<file path="config.mk">
export PLATFORM = sky130hd
export DESIGN_NAME = inl_corr_gen
export DESIGN_NICKNAME = d
export VERILOG_FILES = /design/src/rtl/inl_corr_pkg.sv /design/src/rtl/inl_horner_stage.sv /design/src/rtl/inl_code_quant.sv /design/src/rtl/inl_corr_gen.sv
export SDC_FILE = /design/constraint.sdc
export NUM_CORES = 2
export LEC_CHECK = 0
export ABC_CLOCK_PERIOD_IN_PS = 17500
export BUFFER_PORTS_ARGS = -buffer_cell sky130_fd_sc_hd__buf_4
export CORE_MARGIN = 2
export CORE_UTILIZATION = 48
export CTS_CLUSTER_SIZE = 20
export DETAILED_ROUTE_END_ITERATION = 12
export PLACE_DENSITY = 0.68
export RECOVER_POWER = 100
export SETUP_SLACK_MARGIN = 0.15
export SLEW_MARGIN = 10
export SYNTH_ARGS = -nofsm -noshare
export SYNTH_HDL_FRONTEND = slang
export SYNTH_HIERARCHICAL = 1
export SYNTH_SLANG_ARGS = --single-unit
export TNS_END_PERCENT = 20
</file>
<file path="constraint.sdc">
create_clock -name clk -period 17.5 [get_ports clk]
set_input_delay 0 -clock clk [delete_from_list [all_inputs] [get_ports clk]]
set_output_delay 0 -clock clk [all_outputs]
set_load 0.01 [all_outputs]
</file>
<file path="src/rtl/inl_corr_pkg.sv">
package inl_corr_pkg;
  // default geometry of the correction path
  localparam int DFLT_DATA_W = 14;
  localparam int DFLT_COEF_W = 18;
  localparam int DFLT_FRAC_W = 12;
  localparam int DFLT_CODE_W = 6;
  // cubic: three multiply-add steps after seeding with the top coefficient
  localparam int POLY_DEGREE = 3;
endpackage

</file>
<file path="src/rtl/inl_horner_stage.sv">
module inl_horner_stage #(
  parameter int DATA_W = 14,
  parameter int COEF_W = 18,
  parameter int ACC_W  = 20
) (
  input  logic                     clk,
  input  logic                     rst_n,
  input  logic                     adv,
  input  logic                     in_vld,
  input  logic signed [ACC_W-1:0]  in_acc,
  input  logic signed [DATA_W-1:0] in_x,
  input  logic signed [COEF_W-1:0] coef,
  output logic                     out_vld,
  output logic signed [ACC_W-1:0]  out_acc
);
  localparam int PROD_W = ACC_W + DATA_W;
  localparam int SHIFT  = DATA_W - 1;
  localparam int TOP_W  = PROD_W - ACC_W + 1;

  logic signed [PROD_W-1:0] acc_ext, x_ext, prod, scaled, coef_ext, sum;

  always_comb begin
    acc_ext  = {{(PROD_W-ACC_W){in_acc[ACC_W-1]}}, in_acc};
    x_ext    = {{(PROD_W-DATA_W){in_x[DATA_W-1]}}, in_x};
    coef_ext = {{(PROD_W-COEF_W){coef[COEF_W-1]}}, coef};
    prod     = acc_ext * x_ext;
    scaled   = prod >>> SHIFT;
    sum      = scaled + coef_ext;
  end

  always_ff @(posedge clk or negedge rst_n) begin
    if (!rst_n) out_vld <= 1'b0;
    else if (adv) out_vld <= in_vld;
  end

  always_ff @(posedge clk) begin
    if (adv) out_acc <= sum[ACC_W-1:0];
  end

  // with |x| <= 2^SHIFT each step adds at most one coefficient magnitude,
  // so the sum must fit the accumulator without any sign loss
  p_acc_fits_r2: assert property (@(posedge clk) disable iff (!rst_n)
    (in_vld && adv) |-> ((&sum[PROD_W-1:ACC_W-1]) || !(|sum[PROD_W-1:ACC_W-1])));

  logic unused_top;
  assign unused_top = ^sum[PROD_W-1:PROD_W-TOP_W+1] ^ 1'b0;
endmodule

</file>
<file path="src/rtl/inl_code_quant.sv">
module inl_code_quant #(
  parameter int ACC_W  = 20,
  parameter int FRAC_W = 12,
  parameter int CODE_W = 6
) (
  input  logic                     clk,
  input  logic                     rst_n,
  input  logic                     adv,
  input  logic                     in_vld,
  input  logic signed [ACC_W-1:0]  in_acc,
  output logic                     out_vld,
  output logic [CODE_W-1:0]        out_code
);
  localparam int RND_W = ACC_W + 1;
  localparam int CMAX  = (2 ** (CODE_W - 1)) - 1;
  localparam int CMIN  = -(2 ** (CODE_W - 1));
  localparam logic signed [RND_W-1:0] HALF = RND_W'(2 ** (FRAC_W - 1));
  localparam logic signed [RND_W-1:0] HI   = RND_W'(CMAX);
  localparam logic signed [RND_W-1:0] LO   = RND_W'(CMIN);
  localparam logic signed [ACC_W-1:0] TH_HI = ACC_W'(CMAX * (2 ** FRAC_W) + 2 ** (FRAC_W - 1));
  localparam logic signed [ACC_W-1:0] TH_LO = ACC_W'(CMIN * (2 ** FRAC_W));

  logic signed [RND_W-1:0] ext, rnd;
  logic [CODE_W-1:0] code_d;

  always_comb begin
    ext = {in_acc[ACC_W-1], in_acc};
    rnd = (ext + HALF) >>> FRAC_W;
    if (rnd > HI)      code_d = CODE_W'(CMAX);
    else if (rnd < LO) code_d = CODE_W'(CMIN);
    else               code_d = rnd[CODE_W-1:0];
  end

  always_ff @(posedge clk or negedge rst_n) begin
    if (!rst_n) out_vld <= 1'b0;
    else if (adv) out_vld <= in_vld;
  end

  always_ff @(posedge clk) begin
    if (adv) out_code <= code_d;
  end

  // anything at or above +31.5 steps lands on the top code
  p_clamp_hi_r5: assert property (@(posedge clk) disable iff (!rst_n)
    (in_vld && adv && (in_acc >= TH_HI)) |=> (out_code == CODE_W'(CMAX)));
  // anything below -32 steps lands on the bottom code
  p_clamp_lo_r5: assert property (@(posedge clk) disable iff (!rst_n)
    (in_vld && adv && (in_acc < TH_LO)) |=> (out_code == CODE_W'(CMIN)));
endmodule

</file>
<file path="src/rtl/inl_corr_gen.sv">
module inl_corr_gen #(
  parameter int DATA_W = inl_corr_pkg::DFLT_DATA_W,
  parameter int COEF_W = inl_corr_pkg::DFLT_COEF_W,
  parameter int FRAC_W = inl_corr_pkg::DFLT_FRAC_W,
  parameter int CODE_W = inl_corr_pkg::DFLT_CODE_W
) (
  input  logic              clk,
  input  logic              rst_n,
  input  logic              cal_en,
  input  logic [COEF_W-1:0] coef_b0,
  input  logic [COEF_W-1:0] coef_b1,
  input  logic [COEF_W-1:0] coef_b2,
  input  logic [COEF_W-1:0] coef_b3,
  input  logic              in_valid,
  output logic              in_ready,
  input  logic [DATA_W-1:0] in_code,
  output logic              out_valid,
  input  logic              out_ready,
  output logic [CODE_W-1:0] out_code
);
  localparam int NSTG  = inl_corr_pkg::POLY_DEGREE;
  localparam int ACC_W = COEF_W + 2;

  logic                     adv;
  logic [NSTG:0]            vld;
  logic signed [ACC_W-1:0]  acc   [NSTG+1];
  logic signed [DATA_W-1:0] x_pl  [NSTG];
  logic signed [COEF_W-1:0] c_sel [NSTG];
  logic [CODE_W-1:0]        q_code;

  // whole pipeline moves together; a held output freezes every stage
  assign adv      = !out_valid || out_ready;
  assign in_ready = adv;

  // mid-scale offset: flipping the MSB of an unsigned code gives code - 2^(N-1)
  assign x_pl[0] = {~in_code[DATA_W-1], in_code[DATA_W-2:0]};
  assign vld[0]  = in_valid;
  assign acc[0]  = {{(ACC_W-COEF_W){coef_b3[COEF_W-1]}}, coef_b3};

  // coefficients applied from the highest remaining power downwards
  assign c_sel[0] = coef_b2;
  assign c_sel[1] = coef_b1;
  assign c_sel[2] = coef_b0;

  for (genvar g = 0; g < NSTG; g++) begin : g_step
    inl_horner_stage #(
      .DATA_W(DATA_W),
      .COEF_W(COEF_W),
      .ACC_W (ACC_W)
    ) u_step (
      .clk    (clk),
      .rst_n  (rst_n),
      .adv    (adv),
      .in_vld (vld[g]),
      .in_acc (acc[g]),
      .in_x   (x_pl[g]),
      .coef   (c_sel[g]),
      .out_vld(vld[g+1]),
      .out_acc(acc[g+1])
    );
    if (g < NSTG - 1) begin : g_xdly
      always_ff @(posedge clk) begin
        if (adv) x_pl[g+1] <= x_pl[g];
      end
    end
  end

  inl_code_quant #(
    .ACC_W (ACC_W),
    .FRAC_W(FRAC_W),
    .CODE_W(CODE_W)
  ) u_quant (
    .clk     (clk),
    .rst_n   (rst_n),
    .adv     (adv),
    .in_vld  (vld[NSTG]),
    .in_acc  (acc[NSTG]),
    .out_vld (out_valid),
    .out_code(q_code)
  );

  assign out_code = cal_en ? q_code : '0;

  // a refused output keeps both its strobe and its code
  p_hold_r7: assert property (@(posedge clk) disable iff (!rst_n)
    (out_valid && !out_ready) |=> (out_valid && $stable(q_code)));
  // an accepted sample occupies the first step on the next cycle
  p_accept_r3: assert property (@(posedge clk) disable iff (!rst_n)
    (in_valid && in_ready) |=> vld[1]);
  // the last Horner step hands over to the quantizer without a bubble
  p_flow_r3: assert property (@(posedge clk) disable iff (!rst_n)
    (vld[NSTG] && adv) |=> out_valid);
endmodule

</file>
* Yosys cells after proc, flatten, opt, wreduce, memory -nomap -nowiden
Cells that the tools add are included.
Operators by class: bitwise gates (word level) 1, add/subtract/negate cells 4, reductions and logical operators 2, order comparisons 2, muxes and demuxes 2, $mul 3
Operators with widths (count):
- 20-bit by 14-bit multiplier with 33-bit output | 2
- 20-bit by 18-bit adder with 20-bit output | 2
- 18-bit by 14-bit multiplier with 32-bit output | 1
- 20-bit by 13-bit adder with 21-bit output (second input constant) | 1
- 19-bit by 18-bit adder with 20-bit output | 1
- 6-bit 2-to-1 mux | 2
- 9-bit by 6-bit > comparator with 1-bit output (second input constant) | 1
- 9-bit by 6-bit < comparator with 1-bit output (second input constant) | 1
- 1-bit logical NOT | 1
- 1-bit logical OR | 1
- 1-bit inverter | 1
Word-level totals: bits in registers 98, bits of input ports 91, output and inout bits 8

* Logic depth before layout (Yosys ltp)
word-level depth 3, gate-level depth with buffers 35

* Modules after synthesis
The synthesis kept the hierarchy.
By module, submodules not included:
- inl_horner_stage (g_step[0].u_step) | area each 11212.0 µm², times used 1, cells each 1216, sequential area each 625.6 µm²
- inl_horner_stage (g_step[1].u_step) | area each 11170.7 µm², times used 1, cells each 1197, sequential area each 625.6 µm²
- inl_horner_stage (g_step[2].u_step) | area each 11109.4 µm², times used 1, cells each 1208, sequential area each 625.6 µm²
- inl_corr_gen | area each 888.4 µm², times used 1, cells each 36, sequential area each 840.8 µm²
- inl_code_quant | area each 473.0 µm², times used 1, cells each 41, sequential area each 205.2 µm²

* Worst setup path before layout
No wires, ideal clock.
kind reg2reg, from register x_pl[13] (netlist bit), to register g_step[2].u_step.out_acc[18] (data pin), arrival time 7398 ps, setup slack 9831 ps, clock period less this slack 7669 ps, data required time 17229 ps, stages on the path, launching flop included 29, library setup time 271 ps, path through edfxtp_1 > inv_1 > clkbuf_1 > nor2_1 > fa_1 > fa_1 > fa_1 > fa_1 > fa_1 > inv_1 > fa_1 > inv_1 > ha_1 > a21o_1 > a21o_1 > a21oi_1 > a21oi_1 > a31o_4 > or2_2 > xor2_1 > ha_1 > a2111o_1 > a21oi_1 > o31ai_1 > a21oi_1 > o21ai_0 > o311ai_2 > mux2i_1 > o2111ai_1
Between the ends: word-level cells in the longest chain between the ends 2
Ends and longest elaborated chain:
- start: declaration | line inl_corr_gen.sv:27 | logic signed [DATA_W-1:0] x_pl [NSTG];
- start signal: indexed assignment | line inl_corr_gen.sv:63 | if (adv) x_pl[g+1] <= x_pl[g];
- 20-bit by 14-bit multiplier with 33-bit output | line inl_horner_stage.sv:26 | prod = acc_ext * x_ext;
- 20-bit by 18-bit adder with 20-bit output | line inl_horner_stage.sv:28 | sum = scaled + coef_ext;
- named net g_step[2].u_step.sum[18] | line inl_horner_stage.sv:20 | logic signed [PROD_W-1:0] acc_ext, x_ext, prod, scaled, coef_ext, sum;
- end signal: assignment | line inl_horner_stage.sv:37 | if (adv) out_acc <= sum[ACC_W-1:0];
- end: declaration | line inl_horner_stage.sv:14 | output logic signed [ACC_W-1:0] out_acc
The timed path passes the listed nets, and every way through them passes these cells. A chain may end at the register's enable or synchronous reset.

* Final worst setup path
from register x_pl[16] (netlist bit), to register g_step[1].u_step.out_acc[19] (data pin)
Between the ends: word-level cells in the longest chain between the ends 2
Ends and longest elaborated chain (line):
- 20-bit by 14-bit multiplier with 33-bit output | inl_horner_stage.sv:26
- 20-bit by 18-bit adder with 20-bit output | inl_horner_stage.sv:28
- named net g_step[1].u_step.sum[19] | inl_horner_stage.sv:20
- end signal: assignment | inl_horner_stage.sv:37
- end: declaration | inl_horner_stage.sv:14
The timed path passes the listed nets, and every way through them passes these cells.

==> metrics <==
outcome finished with violations; failing checks max-capacitance violations, max-slew violations; routed vias 23.7k; post_cts resized 0; minimum clock period 9.06 ns; Routed Antenna Nets 0; HP Class input port to register; fin crit share 0.518; Syn Inst Count 3,664; unrepaired setup endpoints after global routing false; grt met2 use 0.392; Yosys Warn Count 6; R2R cell count 29; DRC marker count from the first detailed-route iteration 1,249; chip width 272 um; Final nets 4,812; Routed WL per cell 16.8 um; TritonCTS clock tree built; initial antenna violation count 1; Root Buffer clkbuf_16; clock buffer depth 2; max cap viols 2; first-pass GRT wire length 132 mm; slowest cell on the critical path edfxtp_1; CTS Buf Count 9; area of the core 0.0712 mm2; via count of the first global-routing pass 26.0k; Syn Area/Cell 9.38 um2; worst path arrival time 9.18 ns; Cell Area, Synth 0.0344 mm2; max incr delay on CP 0.71 ns; H-tree levels 3; DRC Markers 0; GRT busiest layer met2; DP Wirelength 63.2 mm; Final Hold Fails 0; largest net degree at the start of global routing 49; routability cong. 0.873; setup_tns 0 ns; crit path max fanout 21; worst endpoint required time 17.62 ns; Ports 99; row cnt 98; Die Footprint 0.0738 mm2; number of setup buffers added after CTS 0; Final setup viols 0; startpoint types register; Detailed Route WL 77.5 mm; 1st-pass router iterations 5; Initial Util 0.482; Clock Latency Late Sink 0.37 ns; Worst Hold Path Cells 3; Mapped Nets 4,830; Worst-Margin Slew 2.89 ns; Sink Count 87; Die H 272 um; Pins Over Slew Limit 91; drt via density 5.14; GR Util met3 0.0231; All-Layer GR Usage 0.223; Reg clk slew, reported paths 0.08 ns; total gr overflow 0; classification of the worst setup path register to register; # port buffers 98; Fin Clk Skew 0.0132 ns; Antenna diodes 0; Worst path most repeated cell fa_1; layout cell share with drive strength beyond 1 0.0397; nature of the critical path endpoint register; global routing usage on met1 0.297; Area Growth Syn to Fin 4.86%; relative slew slack -0.924; Max Clk Rate 110 MHz
worst max-delay path, delay by kind of cell, from the launching register on:
kind	cells	cell delay, ns
AO/OA/AOI/OAI	10	3.11
AND/OR/NAND/NOR	4	0.72
flip-flops	1	0.71
XOR/XNOR	3	0.45
buffers and inverters	4	0.20
adder cells (fa/ha/maj)	8	3.59
area by class of cell:
cell class,count,area (um2)
Multi-Input combinational cell,2548,27800
Timing Repair Buffer,110,768
Clock buffer,9,225
Fill cell,6543,35200
Tap cell,950,1190
Clock inverter,7,86.3
Inverter,890,3340
Sequential cell,87,2590
flip-flops by register name (all words and copies together) (netlist names):
name and flops:
g_step.u_step/out_acc 49, x_pl 28, u_quant/out_code 6, g_step.u_step/out_vld 3, u_quant/out_vld 1
routing by layer:
metal | part of all wire | routed length [um] | vias to the layer above
li1 | - | - | 10900
met1 | 0.43 | 33400 | 12100
met2 | 0.50 | 39000 | 575
met3 | 0.047 | 3600 | 89
met4 | 0.019 | 1480 | 2
met5 | 0.00012 | 9 | -
stage by stage:
step / cells / hold slack, ns / utilization / instance area, um2 / worst slack [ns]
after floorplan: 3664 / -0.296 / - / 34400 / 9.88
after global placement: 4578 / -0.202 / 0.503 / 35800 / 9.08
after detailed placement: 4578 / -0.203 / 0.503 / 35800 / 8.99
after CTS: 4601 / 0.0125 / 0.508 / 36200 / 8.97
after global routing: 4601 / 0.102 / 0.506 / 36000 / 7.79
final: 4601 / 0.114 / 0.506 / 36000 / 8.44
final timing paths:
check / startpoint / slack, ns / to
max reg2reg: x_pl[16] / 8.44 / g_step[1].u_step/out_acc[19]
min reg2reg: g_step[1].u_step/out_vld / 0.51 / g_step[1].u_step/out_vld
min: coef_b2[5] / 0.11 / g_step[0].u_step/out_acc[5]
max: x_pl[16] / 8.44 / g_step[1].u_step/out_acc[19]
min in group asynchronous: rst_n / 0.56 / u_quant/out_vld
max in group asynchronous: rst_n / 16.78 / g_step[2].u_step/out_vld
what timing repair did:
item,4_1_cts,5_1_grt
endpoints found under the setup margin,0,0
endpoints found under the hold margin,9,0
hold buffers,7,0
cells in the final DEF, fill, tap and decap left out, drive strengths merged, types with 5 or more instances in the layout:
| cell type | instances |
|---|---|
| edfxtp | 83 |
| a211oi | 9 |
| nor3 | 21 |
| o21bai | 7 |
| ha | 289 |
| xor2 | 27 |
| a2111oi | 5 |
| o21a | 19 |
| a21o | 29 |
| a21oi | 78 |
| buf | 82 |
| clkbuf | 30 |
| fa | 786 |
| xnor2 | 95 |
| dlygate4sd3 | 7 |
| and3 | 12 |
| a311oi | 5 |
| o21ai | 51 |
| and2 | 416 |
| nor2 | 103 |
| o211ai | 9 |
| inv | 893 |
| nand2 | 411 |
| nand2b | 33 |
| nor2b | 12 |
| or2 | 14 |
| a31oi | 14 |
| nand3 | 27 |
| o31ai | 7 |
| nand4 | 9 |
Power is left out: the tool's default activity adds up to more than one toggle a clock period on the data nets, which glitch-free logic cannot reach.
